==> src/rtl/irqfan_pkg.sv <==
package irqfan_pkg;

  localparam int WORD_BITS   = 32;
  localparam int MAX_WORDS   = 8;
  localparam int CPU_FIELD_W = 8;
  localparam int WORD_IDX_W  = $clog2(MAX_WORDS);

  typedef enum logic [1:0] {
    GRP_LIVE     = 2'd0,
    GRP_MASKVIEW = 2'd1,
    GRP_MASKSET  = 2'd2,
    GRP_MASKCLR  = 2'd3
  } grp_e;

  typedef struct packed {
    logic                   hit;
    logic                   doRead;
    logic                   doSet;
    logic                   doClr;
    grp_e                   grp;
    logic [WORD_IDX_W-1:0]  wordIdx;
    logic [CPU_FIELD_W-1:0] cpuIdx;
  } strobe_t;

endpackage

==> src/rtl/irqfan_ctrl.sv <==
module irqfan_ctrl
  import irqfan_pkg::*;
#(
  parameter int NUM_CPUS  = 2,
  parameter int NUM_WORDS = 2,
  parameter int ADDR_W    = 12
) (
  input  logic              regRead,
  input  logic              regWrite,
  input  logic [ADDR_W-1:0] regAddr,
  output strobe_t           strb
);

  localparam int BANK_BYTES = NUM_WORDS * 16;
  localparam int BANK_AW    = $clog2(BANK_BYTES);
  localparam int CPU_W      = ADDR_W - BANK_AW;
  localparam int REG_CNT    = 4 * NUM_WORDS;

  logic [CPU_W-1:0]   cpuField;
  logic [BANK_AW-3:0] regField;
  logic [1:0]         unusedByteLane;
  logic [31:0]        cpuNum;
  logic [31:0]        regNum;
  logic               inRange;

  assign cpuField       = regAddr[ADDR_W-1:BANK_AW];
  assign regField       = regAddr[BANK_AW-1:2];
  assign unusedByteLane = regAddr[1:0];
  assign cpuNum         = 32'(cpuField);
  assign regNum         = 32'(regField);
  assign inRange        = (cpuNum < 32'(NUM_CPUS)) && (regNum < 32'(REG_CNT));

  always_comb begin
    strb         = '0;
    strb.hit     = inRange;
    strb.doRead  = regRead;
    strb.grp     = grp_e'(2'(regNum / 32'(NUM_WORDS)));
    strb.wordIdx = WORD_IDX_W'(regNum % 32'(NUM_WORDS));
    strb.cpuIdx  = CPU_FIELD_W'(cpuNum);
    strb.doSet   = inRange && regWrite && (strb.grp == GRP_MASKSET);
    strb.doClr   = inRange && regWrite && (strb.grp == GRP_MASKCLR);
  end

endmodule

==> src/rtl/irqfan_datapath.sv <==
module irqfan_datapath
  import irqfan_pkg::*;
#(
  parameter int NUM_CPUS  = 2,
  parameter int NUM_WORDS = 2
) (
  input  logic                           clk,
  input  logic                           rstN,
  input  logic [NUM_WORDS*WORD_BITS-1:0] srcLevel,
  input  logic [WORD_BITS-1:0]           regWdata,
  input  strobe_t                        strb,
  output logic [WORD_BITS-1:0]           regRdata,
  output logic [NUM_CPUS-1:0]            irqOut
);

  localparam int SRC_W = NUM_WORDS * WORD_BITS;

  logic [SRC_W-1:0]     maskArr [NUM_CPUS];
  logic [NUM_CPUS-1:0]  irqReg;
  logic [WORD_BITS-1:0] rdReg;
  logic [WORD_BITS-1:0] rdNext;
  logic [WORD_BITS-1:0] liveWord;
  logic [WORD_BITS-1:0] maskWord;

  // Mask banks: write-one-to-set and write-one-to-clear per word.
  always_ff @(posedge clk or negedge rstN) begin
    if (!rstN) begin
      for (int c = 0; c < NUM_CPUS; c++) maskArr[c] <= '1;
    end else begin
      for (int c = 0; c < NUM_CPUS; c++) begin
        for (int w = 0; w < NUM_WORDS; w++) begin
          if (strb.cpuIdx == CPU_FIELD_W'(c) && strb.wordIdx == WORD_IDX_W'(w)) begin
            if (strb.doSet)
              maskArr[c][w*WORD_BITS +: WORD_BITS] <=
                maskArr[c][w*WORD_BITS +: WORD_BITS] | regWdata;
            else if (strb.doClr)
              maskArr[c][w*WORD_BITS +: WORD_BITS] <=
                maskArr[c][w*WORD_BITS +: WORD_BITS] & ~regWdata;
          end
        end
      end
    end
  end

  // Registered per-CPU interrupt lines.
  always_ff @(posedge clk or negedge rstN) begin
    if (!rstN) begin
      irqReg <= '0;
    end else begin
      for (int c = 0; c < NUM_CPUS; c++) irqReg[c] <= |(srcLevel & ~maskArr[c]);
    end
  end

  // Read selection.
  always_comb begin
    liveWord = '0;
    maskWord = '0;
    for (int w = 0; w < NUM_WORDS; w++) begin
      if (strb.wordIdx == WORD_IDX_W'(w)) begin
        liveWord = srcLevel[w*WORD_BITS +: WORD_BITS];
        for (int c = 0; c < NUM_CPUS; c++)
          if (strb.cpuIdx == CPU_FIELD_W'(c)) maskWord = maskArr[c][w*WORD_BITS +: WORD_BITS];
      end
    end
  end

  always_comb begin
    rdNext = '0;
    if (strb.hit) begin
      unique case (strb.grp)
        GRP_LIVE:     rdNext = liveWord;
        GRP_MASKVIEW: rdNext = maskWord;
        default:      rdNext = '0;
      endcase
    end
  end

  always_ff @(posedge clk or negedge rstN) begin
    if (!rstN)            rdReg <= '0;
    else if (strb.doRead) rdReg <= rdNext;
  end

  assign regRdata = rdReg;
  assign irqOut   = irqReg;

  // Read-port checks.
  assert_rd_wo_zero_R7: assert property (@(posedge clk) disable iff (!rstN)
    (strb.doRead && strb.hit && (strb.grp == GRP_MASKSET || strb.grp == GRP_MASKCLR))
      |=> (regRdata == '0));

  assert_rd_outrange_zero_R8: assert property (@(posedge clk) disable iff (!rstN)
    (strb.doRead && !strb.hit) |=> (regRdata == '0));

  assert_rd_hold_R11: assert property (@(posedge clk) disable iff (!rstN)
    !strb.doRead |=> $stable(regRdata));

  // Per-CPU bank and line checks.
  for (genvar gc = 0; gc < NUM_CPUS; gc++) begin : g_chk
    assert_bank_hold_R10: assert property (@(posedge clk) disable iff (!rstN)
      !((strb.doSet || strb.doClr) && strb.cpuIdx == CPU_FIELD_W'(gc))
        |=> $stable(maskArr[gc]));

    assert_irq_rise_R9: assert property (@(posedge clk) disable iff (!rstN)
      (|(srcLevel & ~maskArr[gc])) |=> irqOut[gc]);

    assert_irq_fall_R9: assert property (@(posedge clk) disable iff (!rstN)
      !(|(srcLevel & ~maskArr[gc])) |=> !irqOut[gc]);

    for (genvar gw = 0; gw < NUM_WORDS; gw++) begin : g_word
      assert_set_bits_R4: assert property (@(posedge clk) disable iff (!rstN)
        (strb.doSet && strb.cpuIdx == CPU_FIELD_W'(gc) && strb.wordIdx == WORD_IDX_W'(gw))
          |=> ((maskArr[gc][gw*WORD_BITS +: WORD_BITS] & $past(regWdata)) == $past(regWdata)));

      assert_clr_bits_R5: assert property (@(posedge clk) disable iff (!rstN)
        (strb.doClr && strb.cpuIdx == CPU_FIELD_W'(gc) && strb.wordIdx == WORD_IDX_W'(gw))
          |=> ((maskArr[gc][gw*WORD_BITS +: WORD_BITS] & $past(regWdata)) == '0));
    end
  end

endmodule

==> src/rtl/irqfan_top.sv <==
module irqfan_top
  import irqfan_pkg::*;
#(
  parameter int NUM_CPUS  = 2,
  parameter int NUM_WORDS = 2,
  parameter int ADDR_W    = 12
) (
  input  logic                           clk,
  input  logic                           rstN,
  input  logic [NUM_WORDS*WORD_BITS-1:0] srcLevel,
  input  logic                           regRead,
  input  logic                           regWrite,
  input  logic [ADDR_W-1:0]              regAddr,
  input  logic [WORD_BITS-1:0]           regWdata,
  output logic [WORD_BITS-1:0]           regRdata,
  output logic [NUM_CPUS-1:0]            irqOut
);

  strobe_t strb;

  irqfan_ctrl #(
    .NUM_CPUS (NUM_CPUS),
    .NUM_WORDS(NUM_WORDS),
    .ADDR_W   (ADDR_W)
  ) u_ctrl (
    .regRead (regRead),
    .regWrite(regWrite),
    .regAddr (regAddr),
    .strb    (strb)
  );

  irqfan_datapath #(
    .NUM_CPUS (NUM_CPUS),
    .NUM_WORDS(NUM_WORDS)
  ) u_dp (
    .clk     (clk),
    .rstN    (rstN),
    .srcLevel(srcLevel),
    .regWdata(regWdata),
    .strb    (strb),
    .regRdata(regRdata),
    .irqOut  (irqOut)
  );

endmodule

==> config.mk <==
export PLATFORM = sky130hd
export DESIGN_NAME = irqfan_top
export DESIGN_NICKNAME = d
export VERILOG_FILES = /design/src/rtl/irqfan_pkg.sv /design/src/rtl/irqfan_ctrl.sv /design/src/rtl/irqfan_datapath.sv /design/src/rtl/irqfan_top.sv
export SDC_FILE = /design/constraint.sdc
export NUM_CORES = 1
export LEC_CHECK = 0
export BUFFER_PORTS_ARGS = -buffer_cell sky130_fd_sc_hd__buf_4
export CORE_MARGIN = 1
export CORE_UTILIZATION = 40
export CTS_BUF_LIST = sky130_fd_sc_hd__clkbuf_16
export DETAILED_ROUTE_END_ITERATION = 16
export PLACE_DENSITY = 0.6
export SYNTH_ARGS = -nofsm -noshare
export SYNTH_HDL_FRONTEND = slang
export SYNTH_SLANG_ARGS = --single-unit
export TNS_END_PERCENT = 1
==> constraint.sdc <==
create_clock -name clk -period 1.5 [get_ports clk]
set_clock_uncertainty 0.15 [all_clocks]
set_input_delay 0.15 -clock clk [delete_from_list [all_inputs] [get_ports clk]]
set_output_delay 0.15 -clock clk [all_outputs]
set_load 0.005 [all_outputs]
## Word level (Yosys, flattened, before mapping)

Index checks and enable logic that the tools add are counted.

| cells by class | value |
|---|---|
| bitwise gates (word level) | 13 |
| equal/unequal tests | 4 |
| mux-type cells | 18 |
| reductions and logical operators | 18 |
| magnitude comparators | 2 |

Operators with widths:

| kind | count |
|---|---|
| $mux 32 | 17 |
| $and 32x32->32 | 4 |
| $and 64x64->64 | 2 |
| $not 64->64 | 2 |
| $or 32x32->32 | 4 |
| $reduce_or 64->1 | 2 |
| $pmux 32 s2 | 1 |
| $not 32->32 | 1 |
| $logic_and 1x1->1 | 8 |
| $logic_not 8->1 | 1 |
| $reduce_and 2->1 | 4 |
| $eq 7x1->1 const B | 1 |
| $lt 7x2->1 const B | 1 |
| $eq 2x2->1 const B | 2 |
| $lt 3x4->1 const B | 1 |
| $logic_not 3->1 | 1 |
| $eq 2x1->1 const B | 1 |
| $logic_not 2->1 | 1 |
| $reduce_bool 2->1 | 1 |

| storage, ports and cells | value |
|---|---|
| flip-flop bits (word level) | 162 |
| bits of input ports | 112 |
| logic and storage cells | 61 |
| output and inout bits | 34 |

## Depth between registers and ports, before layout

| depth | value |
|---|---|
| depth after elaboration | 9 |
| depth in mapped cells | 7 |
| gate-level depth less buffers | 4 |

## Modules after synthesis

From an unflattened synthesis, not the netlist that was laid out.

| second synthesis, totals | value |
|---|---|
| cell total of the unflattened synthesis | 901 |
| area total of the unflattened synthesis | 9417.8 um^2 |

By module, submodules not included:

| module | times used | sequential area each (um^2) | cells each | area an instance (um^2) |
|---|---|---|---|---|
| irqfan_datapath | 1 | 4214.0 | 879 | 9263.9 |
| irqfan_ctrl | 1 | 0.0 | 22 | 153.9 |

## Worst setup path after synthesis

OpenSTA, ideal clock, no wires.

| timing path | value |
|---|---|
| kind | input port to flip-flop |
| start | in regAddr[7] |
| end | reg (tool-made name) |
| stages on the path | 5 |
| buffers on the path | 1 |
| arrival | 1.574 ns |
| slack | -0.299 ns |
| required time | 1.275 ns |
| cells stage by stage | or4_4 -> nor4b_4 -> buf_6 -> nand2_1 -> mux2i_1 |

RTL lines:

| element | line | source |
|---|---|---|
| start: declaration | irqfan_top.sv:13 | `input logic [ADDR_W-1:0] regAddr,` |

==> flow_metrics.tcl <==
set metrics [dict create \
    clock-root-buffer "clkbuf_16" \
    syn-cell-area_mm2 0.00960 \
    grt_pass1_vias 8324 \
    areaGrowthSynthToFinish_pct 40.3 \
    cp.depth 4 \
    violations "setup timing" \
    chipHeight_um 157 \
    die_area_mm2 0.0246 \
    io_buffers 143 \
    gp_congestion 0.882 \
    wl_per_cell_um 20.6 \
    postRouteAntennaNets 0 \
    ys_types 33 \
    gr-total-overflow 0 \
    cp-end-kind "flop" \
    multi_input_area_mm2 0.00472 \
    status "complete, but fails checks" \
    clock-sinks 162 \
    finalCriticalPeriod_ps 1930 \
    clock_tree.buffer_depth 2 \
    fmax_ghz 0.519 \
    htree_num_levels 4 \
    p_leak_nw 7.47 \
    cp.arrival_ps 2020 \
    crit_path_max_incr_delay_ps 540 \
    hpwl_um 23900 \
    synth-seq-area-share_pct 43.9 \
    crit_type "reg2reg" \
    crit_slowest_cell "dfstp_2" \
    drtIter0Drc 473 \
    routed_via_density 5.09 \
    min_path_type "in2reg" \
    irDropWorstVdd_mv 0.716 \
    grt_pass1_wl_um 49800 \
    slew_violations 0 \
    design_area_mm2 0.0135 \
    fp-row-count 56 \
    hold_slack_ps 10.3 \
    rsz0062_at_grt "true" \
    antennaDiodeCount 0 \
    worstPathMaxFanout 2 \
    hold_depth 4 \
    synth.avg_cell_area_um2 9.99 \
    path_cells "nor2b_2 -> a2111o_1 -> nor4_2 -> nand4_1" \
    cp-start-kind "flop" \
    required_ps 1600 \
    first_pass_iters 5 \
    ios 146 \
    grt_use_total_pct 27.9 \
    placed_cell_area_mm2 0.0121 \
    finalNetCount 1399 \
    worst_slew_pin_slew_ps 635 \
    critPathTopFamily "simple AND/OR/NAND/NOR gates" \
    hold_viol 0 \
    reg2regPathDepth 4 \
    setup_viol 97 \
    drv_cap 0 \
    setup_slack_ps -428 \
    clk_pin_slew_worst_paths_ps 70 \
    vias 8248 \
    antenna_found_initial 0 \
    fp.dieW_um 157 \
    design.core.area_mm2 0.0235 \
    cts_made_buffers 17 \
    hp-start "srcLevel[17]" \
    power_density_mw_per_mm2 781 \
    wirelength_um 33300 \
    syn_inst 961 \
    nFillCells 2122 \
    yosys_warnings 0 \
    fin_crit_sh_pct 129 \
    setup_tns_ps -4100 \
    syn-num-nets 1073 \
    cts_tree "yes" \
    critPathBufInv 0 \
    post-route-drc-count 0 \
    ys_seq_elements 162 \
    slew_headroom_pct 57.6 \
    grt_max_degree 129 \
    regArea_mm2 0.00421 \
    layout-drive-gt1-share_pct 40.5 \
    post-place-ws_ps -575 \
    clkLatencyLatePin_ps 430 \
    start_util_pct 40.8 \
]
==> through the flow <==
stage	utilization, %	power, mW	std cells
after floorplan	-	5.11	961
after global placement	51.5	5.96	1524
after detailed placement	51.5	5.96	1524
after CTS	57.0	10.5	1619
after global routing	57.2	10.8	1619
final	57.2	10.5	1619
==> synth_stat cells <==
library cell | count | area, um^2
a2111o_1 | 26 | 293
mux2_2 | 13 | 146
dfrtp_1 | 34 | 851
or4_4 | 1 | 11.3
o211ai_1 | 3 | 22.5
buf_2 | 4 | 20.0
nor4b_4 | 1 | 23.8
inv_1 | 131 | 492
mux2i_1 | 147 | 1470
nor4_1 | 9 | 56.3
nand3_1 | 3 | 15.0
a211oi_1 | 13 | 97.6
nand2_2 | 5 | 31.3
nor4_4 | 3 | 63.8
nor2_1 | 43 | 161
o22ai_1 | 10 | 62.6
a21oi_1 | 32 | 160
clkbuf_8 | 2 | 27.5
and4_1 | 1 | 8.76
nand2b_1 | 33 | 206
o221ai_1 | 13 | 114
dfstp_2 | 128 | 3360
a22oi_1 | 13 | 97.6
or2_2 | 1 | 6.26
nor2b_1 | 86 | 538
buf_1 | 2 | 7.51
clkbuf_1 | 34 | 128
mux4_2 | 19 | 428
nand4_1 | 2 | 12.5
buf_6 | 12 | 135
nand2_1 | 125 | 469
o2111ai_1 | 6 | 52.6
o21ai_0 | 6 | 30.0
==> where the power goes <==
part	switching [mW]	internal [mW]	total (mW)
Combinational	0.743	0.777	1.52
Sequential	0.0492	4.52	4.57
Clock	1.85	2.58	4.43
==> layout by cell type (no fill, tap or decap), drive strengths merged, types with 2 or more instances in the layout <==
cell type,instances
bufinv,3
nand3,3
dfrtp,34
nor2,43
mux2,13
a22oi,13
nor2b,86
mux2i,147
dlygate4sd3,62
clkinvlp,3
inv,136
dfstp,128
clkinv,4
nor4,12
o221ai,13
a2111o,26
a21oi,32
o2111ai,6
a211oi,13
o21ai,6
nand2,130
o211ai,3
nand4,2
mux4,19
nand2b,33
buf,298
o22ai,10
clkbuf,17
==> final timing paths <==
| check | to | slack (ps) |
|---|---|---|
| max | u_dp.irqOut[0] | -430 |
| min | u_dp.regRdata[17] | 10 |
| max reg2reg | u_dp.irqOut[0] | -430 |
| min reg2reg | flop | 330 |
| max in group asynchronous | u_dp.regRdata[22] | 140 |
| min in group asynchronous | asynchronous set/reset pin | 190 |
==> worst register-to-register path, delay by kind of cell, from the launching register on <==
kind | cells | cell delay (ps)
and+or+nand+nor | 3 | 610
AOI/OAI and AO/OA | 1 | 440
DFF | 1 | 540
==> repair_timing <==
item	4_1_cts	5_1_grt
setup buffers	0	0
pin swaps	25	11
endpoints found under the hold margin	286	0
hold buffers	63	0
setup endpoints to repair	156	148
resized for setup	19	19
==> per-layer routing <==
| metal | routed length, um | vias up | GRT usage [%] |
|---|---|---|---|
| met5 | 0 | - | 0 |
| met4 | 526 | 0 | 7.00 |
| met3 | 1720 | 31 | 4.16 |
| met2 | 15900 | 233 | 45.7 |
| met1 | 15200 | 4086 | 38.5 |
| li1 | - | 3898 | - |
==> layout make-up <==
class                   instances  area share, %
multi-input cells             614           35.1
clock inverters                15           1.15
clock buffers                  17           3.16
repair buffers                361           22.7
flip-flops and latches        162           31.3
inverters                     131           3.65
well taps                     319           2.96
==> kinds of logic (layout without fill, tap and decap cells) <==
logic type	after synthesis	count (layout)	share of synthesized area (%)
and+or+nand+nor	313	313	16.7
buffers and inverters	185	524	8.43
AOI/OAI and AO/OA	122	122	9.68
muxes	179	179	21.3
DFF	162	162	43.9
(Power assumes the default switching activity.)
